### config.mk
export PLATFORM = sky130hd
export DESIGN_NAME = pwm_timer_chan
export DESIGN_NICKNAME = d
export VERILOG_FILES = /design/src/rtl/pwm_timer_pkg.sv /design/src/rtl/pwm_regfile.sv /design/src/rtl/pwm_counter.sv /design/src/rtl/pwm_out_stage.sv /design/src/rtl/pwm_timer_chan.sv
export SDC_FILE = /design/constraint.sdc
export NUM_CORES = 1
export LEC_CHECK = 0
export BUFFER_PORTS_ARGS = -buffer_cell sky130_fd_sc_hd__buf_2
export CAP_MARGIN = 20
export CORE_UTILIZATION = 30
export CTS_BUF_LIST = sky130_fd_sc_hd__clkbuf_16
export DETAILED_ROUTE_END_ITERATION = 12
export SYNTH_ARGS = -nofsm -noshare
export SYNTH_HDL_FRONTEND = slang
export SYNTH_SLANG_ARGS = --single-unit
export TNS_END_PERCENT = 50
### constraint.sdc
create_clock -name clk_i -period 13.4 [get_ports clk_i]
set_clock_uncertainty 0.05 [all_clocks]
set_input_delay 1.34 -clock clk_i [delete_from_list [all_inputs] [get_ports clk_i]]
set_output_delay 1.34 -clock clk_i [all_outputs]
set_load 0.05 [all_outputs]
### src/rtl/pwm_timer_pkg.sv
package pwm_timer_pkg;

    typedef enum logic [1:0] {
        WSEL_COUNT  = 2'd0,
        WSEL_DUTY   = 2'd1,
        WSEL_PERIOD = 2'd2,
        WSEL_CTRL   = 2'd3
    } word_sel_e;

    // control word, bit 0 at the bottom
    typedef struct packed {
        logic capt_sel;
        logic cnt_clr;
        logic irq_flag;
        logic irq_en;
        logic one_shot;
        logic out_en;
        logic edge_sel;
        logic src_sel;
        logic run_en;
    } ctrl_t;

    localparam int unsigned CTRL_W = $bits(ctrl_t);

endpackage

### src/rtl/pwm_regfile.sv
module pwm_regfile
    import pwm_timer_pkg::*;
#(
    parameter int unsigned DW = 32,
    parameter int unsigned AW = 4
) (
    input  logic          clk_i,
    input  logic          rst_ni,
    input  logic          wr_en_i,
    input  logic [AW-1:0] addr_i,
    input  logic [DW-1:0] wdata_i,
    input  logic [DW-1:0] cnt_q_i,
    input  logic          wrap_i,
    output logic [DW-1:0] rdata_o,
    output ctrl_t         ctrl_q_o,
    output ctrl_t         ctrl_d_o,
    output logic [DW-1:0] duty_d_o,
    output logic [DW-1:0] period_q_o,
    output logic          cnt_load_o,
    output logic          cnt_clr_o
);

    typedef struct packed {
        ctrl_t         ctrl;
        logic [DW-1:0] duty;
        logic [DW-1:0] period;
    } regs_t;

    regs_t     regs_d, regs_q;
    logic      aligned;
    logic      hit;
    word_sel_e wsel;
    ctrl_t     wr_ctrl;

    always_comb begin
        aligned = (addr_i[1:0] == 2'b00);
        wsel    = word_sel_e'(addr_i[3:2]);
        hit     = wr_en_i && aligned;
        wr_ctrl = ctrl_t'(wdata_i[CTRL_W-1:0]);
        regs_d  = regs_q;

        cnt_load_o = hit && (wsel == WSEL_COUNT);
        cnt_clr_o  = hit && (wsel == WSEL_CTRL) && wr_ctrl.cnt_clr;

        if (hit) begin
            case (wsel)
                WSEL_DUTY:   regs_d.duty   = wdata_i;
                WSEL_PERIOD: regs_d.period = wdata_i;
                WSEL_CTRL: begin
                    regs_d.ctrl          = wr_ctrl;
                    regs_d.ctrl.cnt_clr  = 1'b0;
                    regs_d.ctrl.irq_flag = regs_q.ctrl.irq_flag & ~wr_ctrl.irq_flag;
                end
                default: ;
            endcase
        end

        // period-end events take priority over the software write
        if (wrap_i && regs_q.ctrl.irq_en) begin
            regs_d.ctrl.irq_flag = 1'b1;
        end
        if (wrap_i && regs_q.ctrl.one_shot) begin
            regs_d.ctrl.run_en = 1'b0;
        end
    end

    always_ff @(posedge clk_i or negedge rst_ni) begin
        if (!rst_ni) begin
            regs_q <= '0;
        end else begin
            regs_q <= regs_d;
        end
    end

    always_comb begin
        rdata_o = '0;
        if (aligned) begin
            case (wsel)
                WSEL_COUNT:  rdata_o = cnt_q_i;
                WSEL_DUTY:   rdata_o = regs_q.duty;
                WSEL_PERIOD: rdata_o = regs_q.period;
                default:     rdata_o = DW'(regs_q.ctrl);
            endcase
        end
    end

    assign ctrl_q_o   = regs_q.ctrl;
    assign ctrl_d_o   = regs_d.ctrl;
    assign duty_d_o   = regs_d.duty;
    assign period_q_o = regs_q.period;

endmodule

### src/rtl/pwm_counter.sv
module pwm_counter #(
    parameter int unsigned DW = 32
) (
    input  logic          clk_i,
    input  logic          rst_ni,
    input  logic          run_i,
    input  logic          load_i,
    input  logic [DW-1:0] load_val_i,
    input  logic          clr_i,
    input  logic [DW-1:0] period_i,
    output logic [DW-1:0] cnt_q_o,
    output logic [DW-1:0] cnt_d_o,
    output logic          wrap_o
);

    logic [DW-1:0] cnt_d, cnt_q;
    logic [DW:0]   cnt_inc;

    always_comb begin
        cnt_inc = {1'b0, cnt_q} + {{DW{1'b0}}, 1'b1};
        wrap_o  = run_i && !load_i && !clr_i && (cnt_inc >= {1'b0, period_i});
        cnt_d   = cnt_q;
        if (clr_i) begin
            cnt_d = '0;
        end else if (load_i) begin
            cnt_d = load_val_i;
        end else if (wrap_o) begin
            cnt_d = '0;
        end else if (run_i) begin
            cnt_d = cnt_inc[DW-1:0];
        end
    end

    always_ff @(posedge clk_i or negedge rst_ni) begin
        if (!rst_ni) begin
            cnt_q <= '0;
        end else begin
            cnt_q <= cnt_d;
        end
    end

    assign cnt_q_o = cnt_q;
    assign cnt_d_o = cnt_d;

endmodule

### src/rtl/pwm_out_stage.sv
module pwm_out_stage #(
    parameter int unsigned DW = 32
) (
    input  logic          clk_i,
    input  logic          rst_ni,
    input  logic          run_d_i,
    input  logic          oe_d_i,
    input  logic [DW-1:0] cnt_d_i,
    input  logic [DW-1:0] duty_d_i,
    output logic          pwm_o
);

    logic pwm_d, pwm_q;

    // active-low duty phase: high only once the count has passed the duty point
    always_comb begin
        pwm_d = run_d_i && oe_d_i && (cnt_d_i >= duty_d_i);
    end

    always_ff @(posedge clk_i or negedge rst_ni) begin
        if (!rst_ni) begin
            pwm_q <= 1'b0;
        end else begin
            pwm_q <= pwm_d;
        end
    end

    assign pwm_o = pwm_q;

endmodule

### src/rtl/pwm_timer_chan.sv
module pwm_timer_chan
    import pwm_timer_pkg::*;
#(
    parameter int unsigned DW = 32,
    parameter int unsigned AW = 4
) (
    input  logic          clk_i,
    input  logic          rst_ni,
    input  logic          wr_en_i,
    input  logic [AW-1:0] addr_i,
    input  logic [DW-1:0] wdata_i,
    output logic [DW-1:0] rdata_o,
    output logic          pwm_o,
    output logic          irq_o
);

    ctrl_t         ctrl_q;
    ctrl_t         ctrl_d;
    logic [DW-1:0] duty_d;
    logic [DW-1:0] period_q;
    logic [DW-1:0] cnt_q;
    logic [DW-1:0] cnt_d;
    logic          cnt_load;
    logic          cnt_clr;
    logic          wrap;

    pwm_regfile #(.DW(DW), .AW(AW)) u_regs (
        .clk_i      (clk_i),
        .rst_ni     (rst_ni),
        .wr_en_i    (wr_en_i),
        .addr_i     (addr_i),
        .wdata_i    (wdata_i),
        .cnt_q_i    (cnt_q),
        .wrap_i     (wrap),
        .rdata_o    (rdata_o),
        .ctrl_q_o   (ctrl_q),
        .ctrl_d_o   (ctrl_d),
        .duty_d_o   (duty_d),
        .period_q_o (period_q),
        .cnt_load_o (cnt_load),
        .cnt_clr_o  (cnt_clr)
    );

    pwm_counter #(.DW(DW)) u_cnt (
        .clk_i      (clk_i),
        .rst_ni     (rst_ni),
        .run_i      (ctrl_q.run_en),
        .load_i     (cnt_load),
        .load_val_i (wdata_i),
        .clr_i      (cnt_clr),
        .period_i   (period_q),
        .cnt_q_o    (cnt_q),
        .cnt_d_o    (cnt_d),
        .wrap_o     (wrap)
    );

    pwm_out_stage #(.DW(DW)) u_out (
        .clk_i    (clk_i),
        .rst_ni   (rst_ni),
        .run_d_i  (ctrl_d.run_en),
        .oe_d_i   (ctrl_d.out_en),
        .cnt_d_i  (cnt_d),
        .duty_d_i (duty_d),
        .pwm_o    (pwm_o)
    );

    assign irq_o = ctrl_q.irq_flag & ctrl_q.irq_en;

endmodule

Word level (Yosys, flattened, before mapping) --
Cells that the tools add are included.
Storage, ports and cells: register bits after elaboration 105, latch bits 0, memory bits (writable) 0, memory bits (read-only) 0, bits of input ports 39, output and inout port bits 34, memories kept 0
Cells by class: add/subtract/negate cells 1, multipliers 0, divide/modulo/power cells 0, $lt $le $gt $ge 2, eq/ne operators 3, shift operators 0, muxes and demuxes 12, bitwise logic cells 3, reduce and logical (&&, ||, !) cells 20
Operator list (count):
- 32-bit 2-to-1 mux | 7
- 32-bit case mux with 3 select lines | 1
- 71-bit 2-to-1 mux | 1
- 32-bit by 1-bit adder with 33-bit output, second input constant | 1
- 33-bit by 32-bit greater-or-equal comparator with 1-bit output | 1
- 32-bit greater-or-equal comparator | 1
- 1-bit logical AND | 11
- 7-bit 2-to-1 mux | 1
- 2-bit AND reduction | 3
- 2-bit equality test, second input constant | 2
- 2-bit logical NOT | 2
- 2-bit nonzero test | 2
- 1-bit AND | 2
- 2-bit by 1-bit equality test with 1-bit output, second input constant | 1
- 1-bit logical NOT | 2
- 1-bit 2-to-1 mux | 2
- 1-bit NOT | 1

Longest topological paths before layout --
depth in word-level cells 12, gate-level depth with buffers 26, gate-level depth less buffers 23

Cells and area by module --
A second synthesis with hierarchy kept.
Unflattened totals: cells, all modules 828, area total of the unflattened synthesis 7993.9 µm²
By module, submodules not included:
- pwm_regfile | instances 1, cells each 333, area each 4088.9 µm², seq. area each 1826.8 µm²
- pwm_counter | instances 1, cells each 382, area each 3040.4 µm², seq. area each 800.8 µm²
- pwm_out_stage | instances 1, cells each 112, area each 858.3 µm², seq. area each 25.0 µm²
- pwm_timer_chan | instances 1, cells each 1, area each 6.3 µm², seq. area each 0.0 µm²

Worst setup path before layout --
No wires, ideal clock.
path kind flip-flop to flip-flop, start register u_cnt.cnt_q[11], in the netlist u_cnt.cnt_q_o[11], end register u_out.pwm_q, in the netlist u_out.pwm_o, arrival 5.217 ns, setup slack 8.039 ns, stages on the path, launching flop included 25, buffers on the path 1, cell sequence dfrtp_1 buf_2 nand3_1 or2_1 nor4_4 and3_2 nand4_1 nor2_1 xor2_1 ha_1 nand4_1 nor3_1 a221oi_1 o211ai_2 nor3_4 o22ai_2 or2_2 ha_1 nand2b_1 a211oi_1 or3_1 a21oi_1 a2111oi_0 or4_1 a211oi_1
On the way: word-level cells in the longest chain between the ends 8, elaborated cells between the ends (all ways) 12, classes of those cells add/sub (1); order compare (2); mux (5); reduce/logical (4)
Ends and longest elaborated chain:
- from (decl) | RTL line pwm_counter.sv:16 | logic [DW-1:0] cnt_d, cnt_q;
- from (signal assigned) | RTL line pwm_counter.sv:38 | cnt_q <= cnt_d;
- 32-bit by 1-bit adder with 33-bit output | RTL line pwm_counter.sv:20 | cnt_inc = {1'b0, cnt_q} + {{DW{1'b0}}, 1'b1};
- 33-bit by 32-bit greater-or-equal comparator with 1-bit output | RTL line pwm_counter.sv:21 | wrap_o = run_i && !load_i && !clr_i && (cnt_inc >= {1'b0, period_i});
- 1-bit logical AND | RTL line pwm_counter.sv:21
- 32-bit 2-to-1 mux | RTL line pwm_counter.sv:27 | end else if (wrap_o) begin
- 32-bit 2-to-1 mux | RTL line pwm_counter.sv:25 | end else if (load_i) begin
- 32-bit 2-to-1 mux | RTL line pwm_counter.sv:23 | if (clr_i) begin
- 32-bit greater-or-equal comparator | RTL line pwm_out_stage.sv:17 | pwm_d = run_d_i && oe_d_i && (cnt_d_i >= duty_d_i);
- 1-bit logical AND (*) | RTL line pwm_out_stage.sv:17
- net u_out.pwm_d | RTL line pwm_out_stage.sv:13 | logic pwm_d, pwm_q;
- to (signal assigned) | RTL line pwm_out_stage.sv:24 | pwm_q <= pwm_d;
- to (decl) | RTL line pwm_out_stage.sv:13
The timed path passes the listed nets; every way through them passes the cells marked *. A chain may end at the register's enable or synchronous reset.

Worst setup path after layout --
start register u_cnt.cnt_q[10], in the netlist u_cnt.cnt_q_o[10], end register u_out.pwm_q, in the netlist u_out.pwm_o
Same word-level chain as after synthesis.

==> flow_metrics.env <==
export IMPL_grt_usage_pct=17.3
export IMPL_fin_nets=976
export IMPL_post_route_min_period_ns=6.38
export IMPL_worstPathArrival_ns=6.60
export IMPL_relSlewSlack_pct=38.5
export IMPL_ys_warn_count=0
export IMPL_p_total_mw=1.44
export IMPL_fin_setup_tns_ns=0
export IMPL_nFillCells=2667
export IMPL_wl_per_cell_um=17.8
export IMPL_rows=58
export IMPL_die_area_mm2=0.0262
export IMPL_layout_drive_gt1_share_pct=20.3
export IMPL_synth_top_area_share_pct=34.2
export IMPL_grt_antenna_before_repair=0
export IMPL_num_io_pins=73
export IMPL_whs_ns=0.438
export IMPL_status="completed"
export IMPL_clkLatencyLatePin_ns=0.37
export IMPL_cts_setup_buffers=0
export IMPL_max_vdd_ir_drop_mv=0.0756
export IMPL_routabilityCongestion=0.884
export IMPL_worst_setup_path_start_kind="register"
export IMPL_initial_utilization_pct=30.6
export IMPL_cts_root_buf="clkbuf_16"
export IMPL_path_clk_slew_ns=0.08
export IMPL_gr_total_overflow=0
export IMPL_core_region_area_mm2=0.0251
export IMPL_grt_setup_unrepaired="no"
export IMPL_cts_buffer_depth=2
export IMPL_drv_slew=0
export IMPL_setup_viol_count_final=0
export IMPL_vias=6066
export IMPL_firstDrtPassIters=5
export IMPL_synthCells=832
export IMPL_critPathKind="register to register"
export IMPL_io_buffer_count=72
export IMPL_end_kind="register"
export IMPL_netlist_top_cells_count="dfrtp_1 (105), nor2_1 (85), nand2_1 (75)"
export IMPL_synth_most_common_cell="dfrtp_1"
export IMPL_diodes=0
export IMPL_critical_path_required_ns=13.62
export IMPL_die_x_um=162
export IMPL_grt_pass1_vias=6168
export IMPL_synth_edff_count=0
export IMPL_finalHoldViolations=0
export IMPL_netlist_area_mm2=0.00768
export IMPL_post_route_period_util_pct=47.6
export IMPL_cts_made_buffers=9
export IMPL_path_cells="nand3_1, or2_1, nor4_4, and3_2, nand4_1, nor2_1, xor2_1, ha_1, nand4_1, nor3_1, a221oi_1, o211ai_2, nor3_4, o22ai_2, or2_2, ha_1, nand2b_1, a211oi_1, or3_1, a21oi_1, a2111oi_0, or4_1, a211oi_1"
export IMPL_ys_seq_elements=105
export IMPL_cpPeakStageDelay_ns=0.51
export IMPL_tightest_slew_ns=0.923
export IMPL_synth_flop_cell="dfrtp_1"
export IMPL_cp_max_fo=14
export IMPL_placed_cell_area_mm2=0.00828
export IMPL_drt_iter0_drc=467
export IMPL_vias_per_cell=5.03
export IMPL_die_y_um=162
export IMPL_ctsHtreeMaxLevel=3
export IMPL_multi_input_area_mm2=0.00457
export IMPL_ant_nets=0
export IMPL_drv_cap=0
export IMPL_synthToLayoutAreaGrowth_pct=12.0
export IMPL_hold_class="register to register"
export IMPL_grt_start_max_net_pins=59
export IMPL_avgSynthCellArea_um2=9.23
export IMPL_dp_hpwl_um=15900
export IMPL_wirelength_um=21500
export IMPL_synth_area_top_cells="dfrtp_1 (34%), ha_1 (11%), mux2_2 (6.6%), mux2i_1 (5.9%), nor2_1 (4.2%)"
export IMPL_grt_first_pass_wirelength_um=34900
export IMPL_max_clock_freq_ghz=0.157
export IMPL_drc=0
export IMPL_postSynth_asyncResetShare_pct=100
export IMPL_postLayoutCellArea_mm2=0.00860
export IMPL_timing_critical_path_slowest_stage_cell="dfrtp_1"
export IMPL_yosysUniqueCellTypes=57
export IMPL_yosysTopAreaCell="dfrtp_1"
export IMPL_cts_hold_buf=0
export IMPL_cts_sink_count=105
export IMPL_register_area_mm2=0.00263
export IMPL_ys_seq_area_share_pct=34.2
export IMPL_synth_nets=936
export IMPL_power_leakage_nw=4.07
export IMPL_cts_tree="built"
export IMPL_powerDensity_mw_per_mm2=168
export IMPL_ctsResizeCount=0
per-stage QoR:
| step | utilization, % | std cells | setup WS [ns] |
|---|---|---|---|
| floorplan | - | 832 | 8.04 |
| global placement | 33.0 | 1190 | 7.37 |
| detailed placement | 33.0 | 1190 | 7.13 |
| CTS | 34.1 | 1206 | 7.07 |
| global route | 34.2 | 1207 | 6.68 |
| finish | 34.2 | 1207 | 7.02 |
routing by layer:
metal,GRT usage [%],part of all wire [%],vias to the layer above
met3,3.88,4.7,18
met4,3.26,0.91,0
met5,0,0,-
li1,-,-,2954
met2,28.7,48,124
met1,23.0,46,2970
cell type report:
type                            instances  area share [%]
Inverter                               69            3.01
Clock inverter                          7           0.728
Tap cell                              330            4.80
Timing Repair Buffer                   80            5.15
Clock buffer                            9            2.62
Multi-Input combinational cell        607            53.1
Sequential cell                       105            30.6
cell usage in the layout (no fill, tap or decap), types with 2 or more instances in the layout:
| master | synthesis | layout |
|---|---|---|
| or3_1 | 2 | 2 |
| ha_1 | 65 | 65 |
| mux4_2 | 8 | 8 |
| clkbuf_16 | 0 | 9 |
| nor3_1 | 9 | 8 |
| mux2_2 | 45 | 45 |
| a2111oi_0 | 2 | 2 |
| nand2_1 | 75 | 75 |
| inv_1 | 69 | 70 |
| clkinv_2 | 0 | 2 |
| and4b_1 | 2 | 2 |
| and3_1 | 5 | 5 |
| buf_4 | 3 | 8 |
| or2_2 | 2 | 2 |
| dfrtp_1 | 105 | 105 |
| o21ai_2 | 11 | 11 |
| and2_1 | 14 | 14 |
| clkinvlp_4 | 0 | 2 |
| a21oi_1 | 46 | 46 |
| xnor2_1 | 24 | 24 |
| a21o_1 | 6 | 6 |
| nor2_1 | 85 | 85 |
| nor4_1 | 3 | 3 |
| nand2b_1 | 2 | 2 |
| nand2_2 | 2 | 2 |
| nor4_4 | 3 | 3 |
| mux2i_1 | 45 | 45 |
| nand3_1 | 26 | 25 |
| buf_2 | 17 | 71 |
| a32oi_1 | 3 | 3 |
| a211oi_1 | 16 | 16 |
| xor2_1 | 35 | 35 |
| o21a_1 | 2 | 2 |
| nand4_1 | 24 | 24 |
| and4_1 | 3 | 3 |
| o21ai_0 | 20 | 20 |
report_power, final:
part           leakage (nW)  total [mW]  internal (mW)  switching [mW]
sequential             1.32       0.524          0.407           0.117
combinational          2.61       0.647          0.277           0.371
clock                 0.140       0.270          0.143           0.127
total                  4.07        1.44          0.827           0.614
critical path, delay by kind of cell (launching register included):
family,cells,cell delay (ns)
adder cells (fa/ha/maj),2,0.53
XOR/XNOR,1,0.18
AND/OR/NAND/NOR,13,3.49
AO/OA/AOI/OAI,7,1.52
flip-flops,1,0.51
logic make-up (layout without fill, tap and decap cells):
family	after synthesis	in the layout	synth area share [%]
AND/OR/NAND/NOR	268	268	17.3
buffers and inverters	120	165	6.50
AO/OA/AOI/OAI	117	117	9.88
flip-flops	105	105	34.2
multiplexers	98	98	14.8
adder cells (fa/ha/maj)	65	65	10.6
XOR/XNOR	59	59	6.73
registers in the layout (all words and copies together), names as in the netlist:
signal             flops
u_out.pwm_o            1
u_regs.ctrl_q_o        8
u_regs.regs_q         32
u_cnt.cnt_q_o         32
u_regs.period_q_o     32
worst paths after layout:
| check | slack (ns) | endpoint | cells after the start | startpoint |
|---|---|---|---|---|
| worst max-delay path | 7.02 | u_out.pwm_o | 23 | u_cnt.cnt_q_o[10] |
| worst min-delay path | 0.44 | u_regs.ctrl_q_o[1] | 2 | u_regs.ctrl_q_o[1] |
| worst max register to register | 7.02 | u_out.pwm_o | 23 | u_cnt.cnt_q_o[10] |
| worst min register to register | 0.44 | u_regs.ctrl_q_o[1] | 2 | u_regs.ctrl_q_o[1] |
| max in group asynchronous | 11.13 | u_cnt.cnt_q_o[7] | 2 | rst_ni |
| min in group asynchronous | 0.95 | u_regs.regs_q[50] | 1 | rst_ni |
Note: power is estimated with default switching activity, not from simulation.
